## src/rtl/regfile_pkg.sv

```systemverilog
package regfile_pkg;

  localparam int REGS_PER_BANK = 8;
  localparam int SEL_W         = 5;

  // Status word bit positions
  localparam int ST_CY   = 0;
  localparam int ST_ISP0 = 1;
  localparam int ST_ISP1 = 2;
  localparam int ST_BNK0 = 3;
  localparam int ST_AC   = 4;
  localparam int ST_BNK1 = 5;
  localparam int ST_ZF   = 6;
  localparam int ST_IE   = 7;

  typedef enum logic [SEL_W-1:0] {
    SEL_NONE = 5'd0,
    SEL_X    = 5'd1,
    SEL_A    = 5'd2,
    SEL_C    = 5'd3,
    SEL_B    = 5'd4,
    SEL_E    = 5'd5,
    SEL_D    = 5'd6,
    SEL_L    = 5'd7,
    SEL_H    = 5'd8,
    SEL_AX   = 5'd9,
    SEL_BC   = 5'd10,
    SEL_DE   = 5'd11,
    SEL_HL   = 5'd12,
    SEL_SP   = 5'd13,
    SEL_ST   = 5'd14,
    SEL_CSEG = 5'd15,
    SEL_ESEG = 5'd16,
    SEL_MODE = 5'd17,
    SEL_MBNK = 5'd18
  } reg_sel_e;

  typedef enum logic [2:0] {
    CND_T  = 3'd0,
    CND_F  = 3'd1,
    CND_C  = 3'd2,
    CND_NC = 3'd3,
    CND_Z  = 3'd4,
    CND_NZ = 3'd5,
    CND_H  = 3'd6,
    CND_NH = 3'd7
  } cond_e;

  typedef struct packed {
    logic       hit_lo;
    logic       hit_hi;
    logic [2:0] lo_pos;
    logic [2:0] hi_pos;
  } gpr_map_t;

  // Maps a selector onto in-bank byte positions
  function automatic gpr_map_t gpr_decode(logic [SEL_W-1:0] sel);
    gpr_map_t m;
    logic [SEL_W-1:0] off;
    m   = '0;
    off = '0;
    if (sel >= 5'(SEL_X) && sel <= 5'(SEL_H)) begin
      off      = sel - 5'(SEL_X);
      m.hit_lo = 1'b1;
      m.lo_pos = off[2:0];
    end else if (sel >= 5'(SEL_AX) && sel <= 5'(SEL_HL)) begin
      off      = sel - 5'(SEL_AX);
      m.hit_lo = 1'b1;
      m.hit_hi = 1'b1;
      m.lo_pos = {off[1:0], 1'b0};
      m.hi_pos = {off[1:0], 1'b1};
    end
    return m;
  endfunction

endpackage

```

## src/rtl/rf_gpr_array.sv

```systemverilog
module rf_gpr_array #(
  parameter int       NUM_BYTES = 32,
  parameter logic [7:0] INIT    = 8'h11,
  localparam int      AW        = $clog2(NUM_BYTES)
) (
  input  logic                      clk,
  input  logic                      rst,
  input  logic                      lo_we,
  input  logic [AW-1:0]             lo_idx,
  input  logic [7:0]                lo_data,
  input  logic                      hi_we,
  input  logic [AW-1:0]             hi_idx,
  input  logic [7:0]                hi_data,
  input  logic                      win_we,
  input  logic [AW-1:0]             win_idx,
  input  logic [7:0]                win_data,
  output logic [NUM_BYTES-1:0][7:0] bytes_o
);

  // Selector writes take priority over the window port per byte
  always_ff @(posedge clk) begin
    if (rst) begin
      for (int i = 0; i < NUM_BYTES; i++) bytes_o[i] <= INIT;
    end else begin
      for (int i = 0; i < NUM_BYTES; i++) begin
        if (lo_we && lo_idx == AW'(i))
          bytes_o[i] <= lo_data;
        else if (hi_we && hi_idx == AW'(i))
          bytes_o[i] <= hi_data;
        else if (win_we && win_idx == AW'(i))
          bytes_o[i] <= win_data;
      end
    end
  end

  // Checker shadow: remember a colliding selector write
  logic          col_vld;
  logic [AW-1:0] col_idx;
  logic [7:0]    col_data;

  always_ff @(posedge clk) begin
    if (rst) begin
      col_vld  <= 1'b0;
      col_idx  <= '0;
      col_data <= '0;
    end else begin
      col_vld  <= win_we && lo_we && (win_idx == lo_idx);
      col_idx  <= lo_idx;
      col_data <= lo_data;
    end
  end


  named_beats_window_chk: assert property (@(posedge clk) disable iff (rst)
    col_vld |-> bytes_o[col_idx] == col_data);


  pair_high_lands_chk: assert property (@(posedge clk) disable iff (rst)
    (hi_we && lo_we && hi_idx != lo_idx) |=> bytes_o[$past(hi_idx)] == $past(hi_data));

endmodule

```

## src/rtl/rf_special_regs.sv

```systemverilog
module rf_special_regs
  import regfile_pkg::*;
#(
  parameter logic [7:0] ST_INIT   = 8'h06,
  parameter logic [7:0] ESEG_INIT = 8'h0F,
  parameter logic [7:0] CSEG_INIT = 8'h00,
  parameter logic [7:0] MODE_INIT = 8'h00
) (
  input  logic             clk,
  input  logic             rst,
  input  logic             wr_en,
  input  logic [SEL_W-1:0] wr_sel,
  input  logic [15:0]      wr_data,
  output logic [7:0]       st_o,
  output logic [15:0]      sp_o,
  output logic [7:0]       cseg_o,
  output logic [7:0]       eseg_o,
  output logic [7:0]       mode_o,
  output logic [7:0]       mbnk_o
);

  logic [7:0] sp_lo_q, sp_hi_q;

  always_ff @(posedge clk) begin
    if (rst) begin
      st_o    <= ST_INIT;
      sp_lo_q <= 8'h00;
      sp_hi_q <= 8'h00;
      cseg_o  <= CSEG_INIT;
      eseg_o  <= ESEG_INIT;
      mode_o  <= MODE_INIT;
      mbnk_o  <= 8'h00;
    end else if (wr_en) begin
      case (wr_sel)
        5'(SEL_ST):   st_o    <= wr_data[7:0];
        5'(SEL_SP): begin
          sp_lo_q <= {wr_data[7:1], 1'b0};
          sp_hi_q <= wr_data[15:8];
        end
        5'(SEL_CSEG): cseg_o  <= wr_data[7:0];
        5'(SEL_ESEG): eseg_o  <= wr_data[7:0];
        5'(SEL_MODE): mode_o  <= wr_data[7:0];
        5'(SEL_MBNK): mbnk_o  <= wr_data[7:0];
        default: ;
      endcase
    end
  end

  assign sp_o = {sp_hi_q, sp_lo_q};


  special_reset_chk: assert property (@(posedge clk)
    rst |=> (st_o == ST_INIT && eseg_o == ESEG_INIT && cseg_o == CSEG_INIT
             && mode_o == MODE_INIT && sp_o == 16'h0000));


  sp_even_write_chk: assert property (@(posedge clk) disable iff (rst)
    (wr_en && wr_sel == 5'(SEL_SP)) |=> sp_o == ($past(wr_data) & 16'hFFFE));


  cseg_write_chk: assert property (@(posedge clk) disable iff (rst)
    (wr_en && wr_sel == 5'(SEL_CSEG)) |=> cseg_o == $past(wr_data[7:0]));

endmodule

```

## src/rtl/rf_cond_eval.sv

```systemverilog
module rf_cond_eval
  import regfile_pkg::*;
#(
  parameter int VAL_W = 16
) (
  input  logic             clk,
  input  logic             rst,
  input  logic [7:0]       st,
  input  logic [2:0]       cond_sel,
  input  logic [VAL_W-1:0] cond_val,
  output logic             cond_true
);

  logic cy, zf, res;

  assign cy = st[ST_CY];
  assign zf = st[ST_ZF];

  always_comb begin
    case (cond_e'(cond_sel))
      CND_T:   res = |cond_val;
      CND_F:   res = ~|cond_val;
      CND_C:   res = cy;
      CND_NC:  res = ~cy;
      CND_Z:   res = zf;
      CND_NZ:  res = ~zf;
      CND_H:   res = ~(zf | cy);
      CND_NH:  res = zf | cy;
      default: res = 1'b0;
    endcase
  end

  always_ff @(posedge clk) begin
    if (rst) cond_true <= 1'b0;
    else     cond_true <= res;
  end


  cond_higher_chk: assert property (@(posedge clk) disable iff (rst)
    (cond_sel == 3'(CND_H)) |=> cond_true == !($past(st[ST_ZF]) || $past(st[ST_CY])));


  cond_carry_chk: assert property (@(posedge clk) disable iff (rst)
    (cond_sel == 3'(CND_C)) |=> cond_true == $past(st[ST_CY]));


  cond_test_chk: assert property (@(posedge clk) disable iff (rst)
    (cond_sel == 3'(CND_T)) |=> cond_true == ($past(cond_val) != '0));

endmodule

```

## src/rtl/bank_regfile.sv

```systemverilog
module bank_regfile
  import regfile_pkg::*;
#(
  parameter int         NUM_BANKS = 4,
  parameter logic [7:0] GPR_INIT  = 8'h11,
  parameter logic [7:0] ST_INIT   = 8'h06,
  parameter logic [7:0] ESEG_INIT = 8'h0F,
  parameter logic [7:0] CSEG_INIT = 8'h00,
  parameter logic [7:0] MODE_INIT = 8'h00,
  localparam int        NUM_BYTES = NUM_BANKS * REGS_PER_BANK,
  localparam int        AW        = $clog2(NUM_BYTES),
  localparam int        BW        = $clog2(NUM_BANKS)
) (
  input  logic        clk,
  input  logic        rst,
  input  logic [4:0]  rd_sel,
  output logic [15:0] rd_data,
  input  logic        wr_en,
  input  logic [4:0]  wr_sel,
  input  logic [15:0] wr_data,
  input  logic [4:0]  win_addr,
  input  logic        win_we,
  input  logic [7:0]  win_wdata,
  output logic [7:0]  win_rdata,
  input  logic [2:0]  cond_sel,
  input  logic [15:0] cond_val,
  output logic        cond_true
);

  logic [NUM_BYTES-1:0][7:0] gpr;
  logic [7:0]  st, cseg, eseg, mode, mbnk;
  logic [15:0] sp;
  logic [BW-1:0] bank;

  // Bank number from the two status select bits
  assign bank = BW'({st[ST_BNK1], st[ST_BNK0]});

  // Banks are laid out top-down in the flat window
  function automatic logic [AW-1:0] phys(logic [BW-1:0] bk, logic [2:0] pos);
    return AW'((NUM_BANKS - 1 - int'(bk)) * REGS_PER_BANK) + AW'(pos);
  endfunction

  gpr_map_t wmap, rmap;
  assign wmap = gpr_decode(wr_sel);
  assign rmap = gpr_decode(rd_sel);

  logic          lo_we, hi_we;
  logic [AW-1:0] lo_idx, hi_idx, rlo_idx, rhi_idx;

  assign lo_we   = wr_en & wmap.hit_lo;
  assign hi_we   = wr_en & wmap.hit_hi;
  assign lo_idx  = phys(bank, wmap.lo_pos);
  assign hi_idx  = phys(bank, wmap.hi_pos);
  assign rlo_idx = phys(bank, rmap.lo_pos);
  assign rhi_idx = phys(bank, rmap.hi_pos);

  rf_gpr_array #(
    .NUM_BYTES (NUM_BYTES),
    .INIT      (GPR_INIT)
  ) u_gpr (
    .clk      (clk),
    .rst      (rst),
    .lo_we    (lo_we),
    .lo_idx   (lo_idx),
    .lo_data  (wr_data[7:0]),
    .hi_we    (hi_we),
    .hi_idx   (hi_idx),
    .hi_data  (wr_data[15:8]),
    .win_we   (win_we),
    .win_idx  (AW'(win_addr)),
    .win_data (win_wdata),
    .bytes_o  (gpr)
  );

  rf_special_regs #(
    .ST_INIT   (ST_INIT),
    .ESEG_INIT (ESEG_INIT),
    .CSEG_INIT (CSEG_INIT),
    .MODE_INIT (MODE_INIT)
  ) u_special (
    .clk     (clk),
    .rst     (rst),
    .wr_en   (wr_en),
    .wr_sel  (wr_sel),
    .wr_data (wr_data),
    .st_o    (st),
    .sp_o    (sp),
    .cseg_o  (cseg),
    .eseg_o  (eseg),
    .mode_o  (mode),
    .mbnk_o  (mbnk)
  );

  rf_cond_eval #(
    .VAL_W (16)
  ) u_cond (
    .clk       (clk),
    .rst       (rst),
    .st        (st),
    .cond_sel  (cond_sel),
    .cond_val  (cond_val),
    .cond_true (cond_true)
  );

  // Read mux; registered so reads see pre-write state
  logic [15:0] rd_next;

  always_comb begin
    rd_next = '0;
    if (rmap.hit_hi)
      rd_next = {gpr[rhi_idx], gpr[rlo_idx]};
    else if (rmap.hit_lo)
      rd_next = {8'h00, gpr[rlo_idx]};
    else begin
      case (rd_sel)
        5'(SEL_SP):   rd_next = sp;
        5'(SEL_ST):   rd_next = {8'h00, st};
        5'(SEL_CSEG): rd_next = {8'h00, cseg};
        5'(SEL_ESEG): rd_next = {8'h00, eseg};
        5'(SEL_MODE): rd_next = {8'h00, mode};
        5'(SEL_MBNK): rd_next = {8'h00, mbnk};
        default:      rd_next = '0;
      endcase
    end
  end

  always_ff @(posedge clk) begin
    if (rst) begin
      rd_data   <= '0;
      win_rdata <= '0;
    end else begin
      rd_data   <= rd_next;
      win_rdata <= gpr[AW'(win_addr)];
    end
  end


  undefined_read_zero_chk: assert property (@(posedge clk) disable iff (rst)
    (rd_sel == 5'(SEL_NONE) || rd_sel > 5'(SEL_MBNK)) |=> rd_data == 16'h0000);


  bank_hold_chk: assert property (@(posedge clk) disable iff (rst)
    (wr_en && wr_sel == 5'(SEL_ST)) |=> bank == BW'({$past(wr_data[ST_BNK1]), $past(wr_data[ST_BNK0])}));

endmodule

```

## config.mk

```make
export PLATFORM = sky130hd
export DESIGN_NAME = bank_regfile
export DESIGN_NICKNAME = d
export VERILOG_FILES = /design/src/rtl/regfile_pkg.sv /design/src/rtl/rf_gpr_array.sv /design/src/rtl/rf_special_regs.sv /design/src/rtl/rf_cond_eval.sv /design/src/rtl/bank_regfile.sv
export SDC_FILE = /design/constraint.sdc
export NUM_CORES = 1
export LEC_CHECK = 0
export ABC_AREA = 1
export BUFFER_PORTS_ARGS = -buffer_cell sky130_fd_sc_hd__buf_2
export CELL_PAD_IN_SITES_DETAIL_PLACEMENT = 0
export CELL_PAD_IN_SITES_GLOBAL_PLACEMENT = 2
export CORE_MARGIN = 1.5
export CORE_UTILIZATION = 33
export DETAILED_ROUTE_END_ITERATION = 12
export PLACE_DENSITY = 0.8
export SLEW_MARGIN = 25
export SYNTH_ARGS = -nofsm -noshare
export SYNTH_HDL_FRONTEND = slang
export SYNTH_HIERARCHICAL = 1
export SYNTH_SLANG_ARGS = --single-unit
export TNS_END_PERCENT = 1
```

## constraint.sdc

```tcl
create_clock -name clk -period 4.6 [get_ports clk]
set_input_delay 1.38 -clock clk [delete_from_list [all_inputs] [get_ports clk]]
set_output_delay 1.38 -clock clk [all_outputs]
set_load 0.1 [all_outputs]
```

==> summary.md <==
| Metric | Value |
|---|---|
| Power Total | 8.84 mW |
| Highest Clock Rate | 0.253 GHz |
| Crit start category | input pin |
| Antenna violations before repair | 6 |
| Max stage delay cell, worst path | nor2_1 |
| Resized Gates After CTS | 0 |
| First-pass GRT wire length | 226 mm |
| Sequential share of power | 34.8% |
| Nets | 5,165 |
| Synth Net Count | 5,132 |
| Rows | 104 |
| Synth cell types | 39 |
| CP cell instances | buf_2 -> inv_1 -> ha_1 -> nand2_1 -> nand2_1 -> o21ai_0 -> nand3_1 -> nor2_1 -> inv_1 -> nand2_1 -> nor2_1 -> buf_4 -> nand2_2 -> nand3_2 -> nor2_1 -> nor2_1 -> nand2_1 -> inv_1 |
| Final Max Tran Viols | 0 |
| Fin crit period | 3.95 ns |
| Max Cap Viol | 0 |
| Initial drt markers | 4,408 |
| Die ar. | 84,000 um^2 |
| Worst slew pin tran | 1.10 ns |
| Comb power frac | 20.3% |
| Avg WL per Cell | 25.8 um |
| Synthesized cell area | 27,100 um^2 |
| Remaining Overflow, GRT | 0 |
| Clk sinks | 336 |
| Post-DP HPWL | 112 mm |
| Fin Setup TNS | 0 ns |
| WL final | 160 mm |
| H-tree depth | 2 |
| Vias | 34,900 |
| Num CTS Buffers | 45 |
| Post-CTS setup buffer count | 0 |
| Number of port buffers | 86 |
| Crit path required time | 5.10 ns |
| Syn-to-layout area delta | 15.0% |
| LEAKAGE | 15.3 nW |
| Final setup violation count | 0 |
| Flop and latch count out of synthesis | 336 |
| Clock transition at the registers of the reported paths | 0.06 ns |
| DR pass1 iterations | 6 |
| Buffer depth of the longest clock path | 3 |
| Most frequent cells in the layout | nand2_1 (1,724), nand3_1 (787), nor2_1 (776) |
| Vias in the first global route | 30,800 |
| Utilization after layout | 38.6% |
| # IOs | 87 |
| Setup Skew | 0.0295 ns |
| Commonest non-fill, non-tap cell in the layout | nand2_1 |
| Max_slew headroom | 26.4% |
| Initial core utilization | 33.5% |
| Largest net degree at the start of global routing | 121 |
| Crit Path Max Fanout | 16 |
| Synth Instances | 5,063 |
| Yosys warning count | 6 |
| Async set-reset flop share out of synthesis | 0% |
| Final-report hold violation count | 0 |
| Worst Path Arrival | 4.45 ns |
| Placed instance count | 6,109 |
| TritonCTS clock tree | built |
| Sw Ratio | 33.9% |
| Clock Latency Late Sink | 0.62 ns |
| Max incr delay on CP | 0.38 ns |
| EDFF count, synth | 0 |
| Crit path capture type | flop |
| Pwr per Cell Area | 283 nW/um^2 |
| Die Y | 290 um |
| Post-synthesis sequential area ratio | 24.8% |
| Die W | 290 um |
| Post-route insts no fill | 6,193 |
| Hold-fix buffers, CTS | 0 |
| Area contributors post-synth | dfxtp_1 (25%), nand2_1 (24%), nand3_1 (15%) |
| Hold WS | 0.481 ns |
| CTS root buffer | clkbuf_16 |
| VDD IR max | 237 uV |
| Area leader, netlist | dfxtp_1 |
| Synth top area share | 24.8% |
| Kind of critical path | in -> reg |
| Gpl congestion | 1.03 |
| Mapped Avg Cell Area | 5.36 um^2 |
| DRT antenna net count | 0 |
| Via/cell ratio | 5.63 |
| Clock power share | 44.9% |
| Status | finished, final reports clean |
| Post-synth top flop | dfxtp_1 |
| Total Routing Usage GR | 37.1% |
| R2r setup slk | 2.03 ns |
| Core Area | 80,900 um^2 |
| Power Internal | 5.85 mW |
| Share of cells above drive strength 1 | 9.22% |
| DR DRC count | 0 |
| HP Class | reg -> reg |
| Sw Pwr | 3.00 mW |
| Final Cycle Share | 85.9% |
| RSZ-0062 raised after global routing | false |
[cells in the mapped netlist, types with 6 or more instances]
master    instances
inv_1           432
a21oi_1         140
o221ai_1         39
o21ai_0         278
buf_1            30
o211ai_1         17
nand3b_1          6
nand2_2          21
buf_2            83
nor2_2           12
a31oi_1          12
a221oi_1          9
clkbuf_1        196
nor2_4            6
buf_4            16
nor2_1          776
nand4_1          46
inv_2            13
clkinv_1          8
dfxtp_1         336
o22ai_1          21
ha_1              7
nand2_1        1726
nand3_1         787
nand3_2          21
[critical path, delay by kind of cell]
kind / cells / cell delay [ns]
AO/OA/AOI/OAI: 1 / 0.21
adder cells (fa/ha/maj): 1 / 0.21
AND/OR/NAND/NOR: 11 / 2.02
buffers and inverters: 5 / 0.62
[power groups by stage]
stage | Clock (mW) | Combinational [mW] | Sequential [mW]
5_1_grt | 4.13 | 1.88 | 3.08
2_1_floorplan | 0 | 0.911 | 3.18
4_1_cts | 4.02 | 1.73 | 3.07
6_report | 3.97 | 1.79 | 3.08
3_3_place_gp | 0 | 1.73 | 3.14
3_5_place_dp | 0 | 1.73 | 3.14
[final timing paths]
path | startpoint | endpoint | cells after the start
worst max register to register | u_special/st_o[3] | rd_data[11] | 7
worst min-delay path | u_special/eseg_o[3] | u_special/eseg_o[3] | 2
worst max-delay path | wr_sel[1] | u_gpr/bytes_o[94] | 18
worst min register to register | u_special/eseg_o[3] | u_special/eseg_o[3] | 2
[metal layers]
| metal | share of wire, % | up-vias | GRT usage [%] |
|---|---|---|---|
| met3 | 9.5 | 348 | 5.68 |
| li1 | - | 16200 | - |
| met1 | 43 | 16400 | 52.0 |
| met2 | 42 | 1943 | 54.9 |
| met5 | 0.036 | - | 0 |
| met4 | 5.5 | 8 | 18.5 |
[cell type report]
class | count | area [um^2]
Timing Repair Buffer | 315 | 2510
Antenna cell | 1 | 2.50
Clock buffer | 70 | 1360
Multi-Input combinational cell | 3945 | 17300
Clock inverter | 13 | 267
Inverter | 453 | 1700
Tap cell | 1060 | 1330
Fill cell | 9151 | 49700
Sequential cell | 336 | 6730
[logic make-up after synthesis]
logic type               count (synthesis)  synth area share [%]
AND/OR/NAND/NOR                       3408                  52.4
buffers and inverters                  782                  11.5
AO/OA/AOI/OAI                          526                  10.8
flip-flops                             336                  24.8
adder cells (fa/ha/maj)                  7                 0.323
multiplexers                             2                0.0738
other                                    1                0.0138
XOR/XNOR                                 1                0.0323
[state kept, by name, summed over array words and instances (netlist names)]
name               flops
rd_data               16
u_cond/cond_true       1
u_gpr/bytes_o        256
u_special/cseg_o       8
u_special/eseg_o       8
u_special/mbnk_o       8
u_special/mode_o       8
u_special/sp_hi_q      8
u_special/sp_lo_q      7
u_special/st_o         8
win_rdata              8
[through the flow]
step | area [um^2] | setup slack [ns]
2_1_floorplan | 27100 | 0.514
3_3_place_gp | 29600 | 0.145
3_5_place_dp | 29600 | 0.0963
4_1_cts | 31200 | 0.729
5_1_grt | 31200 | 0.285
6_report | 31200 | 0.650
No activity file was read; power rests on OpenSTA's default activity.
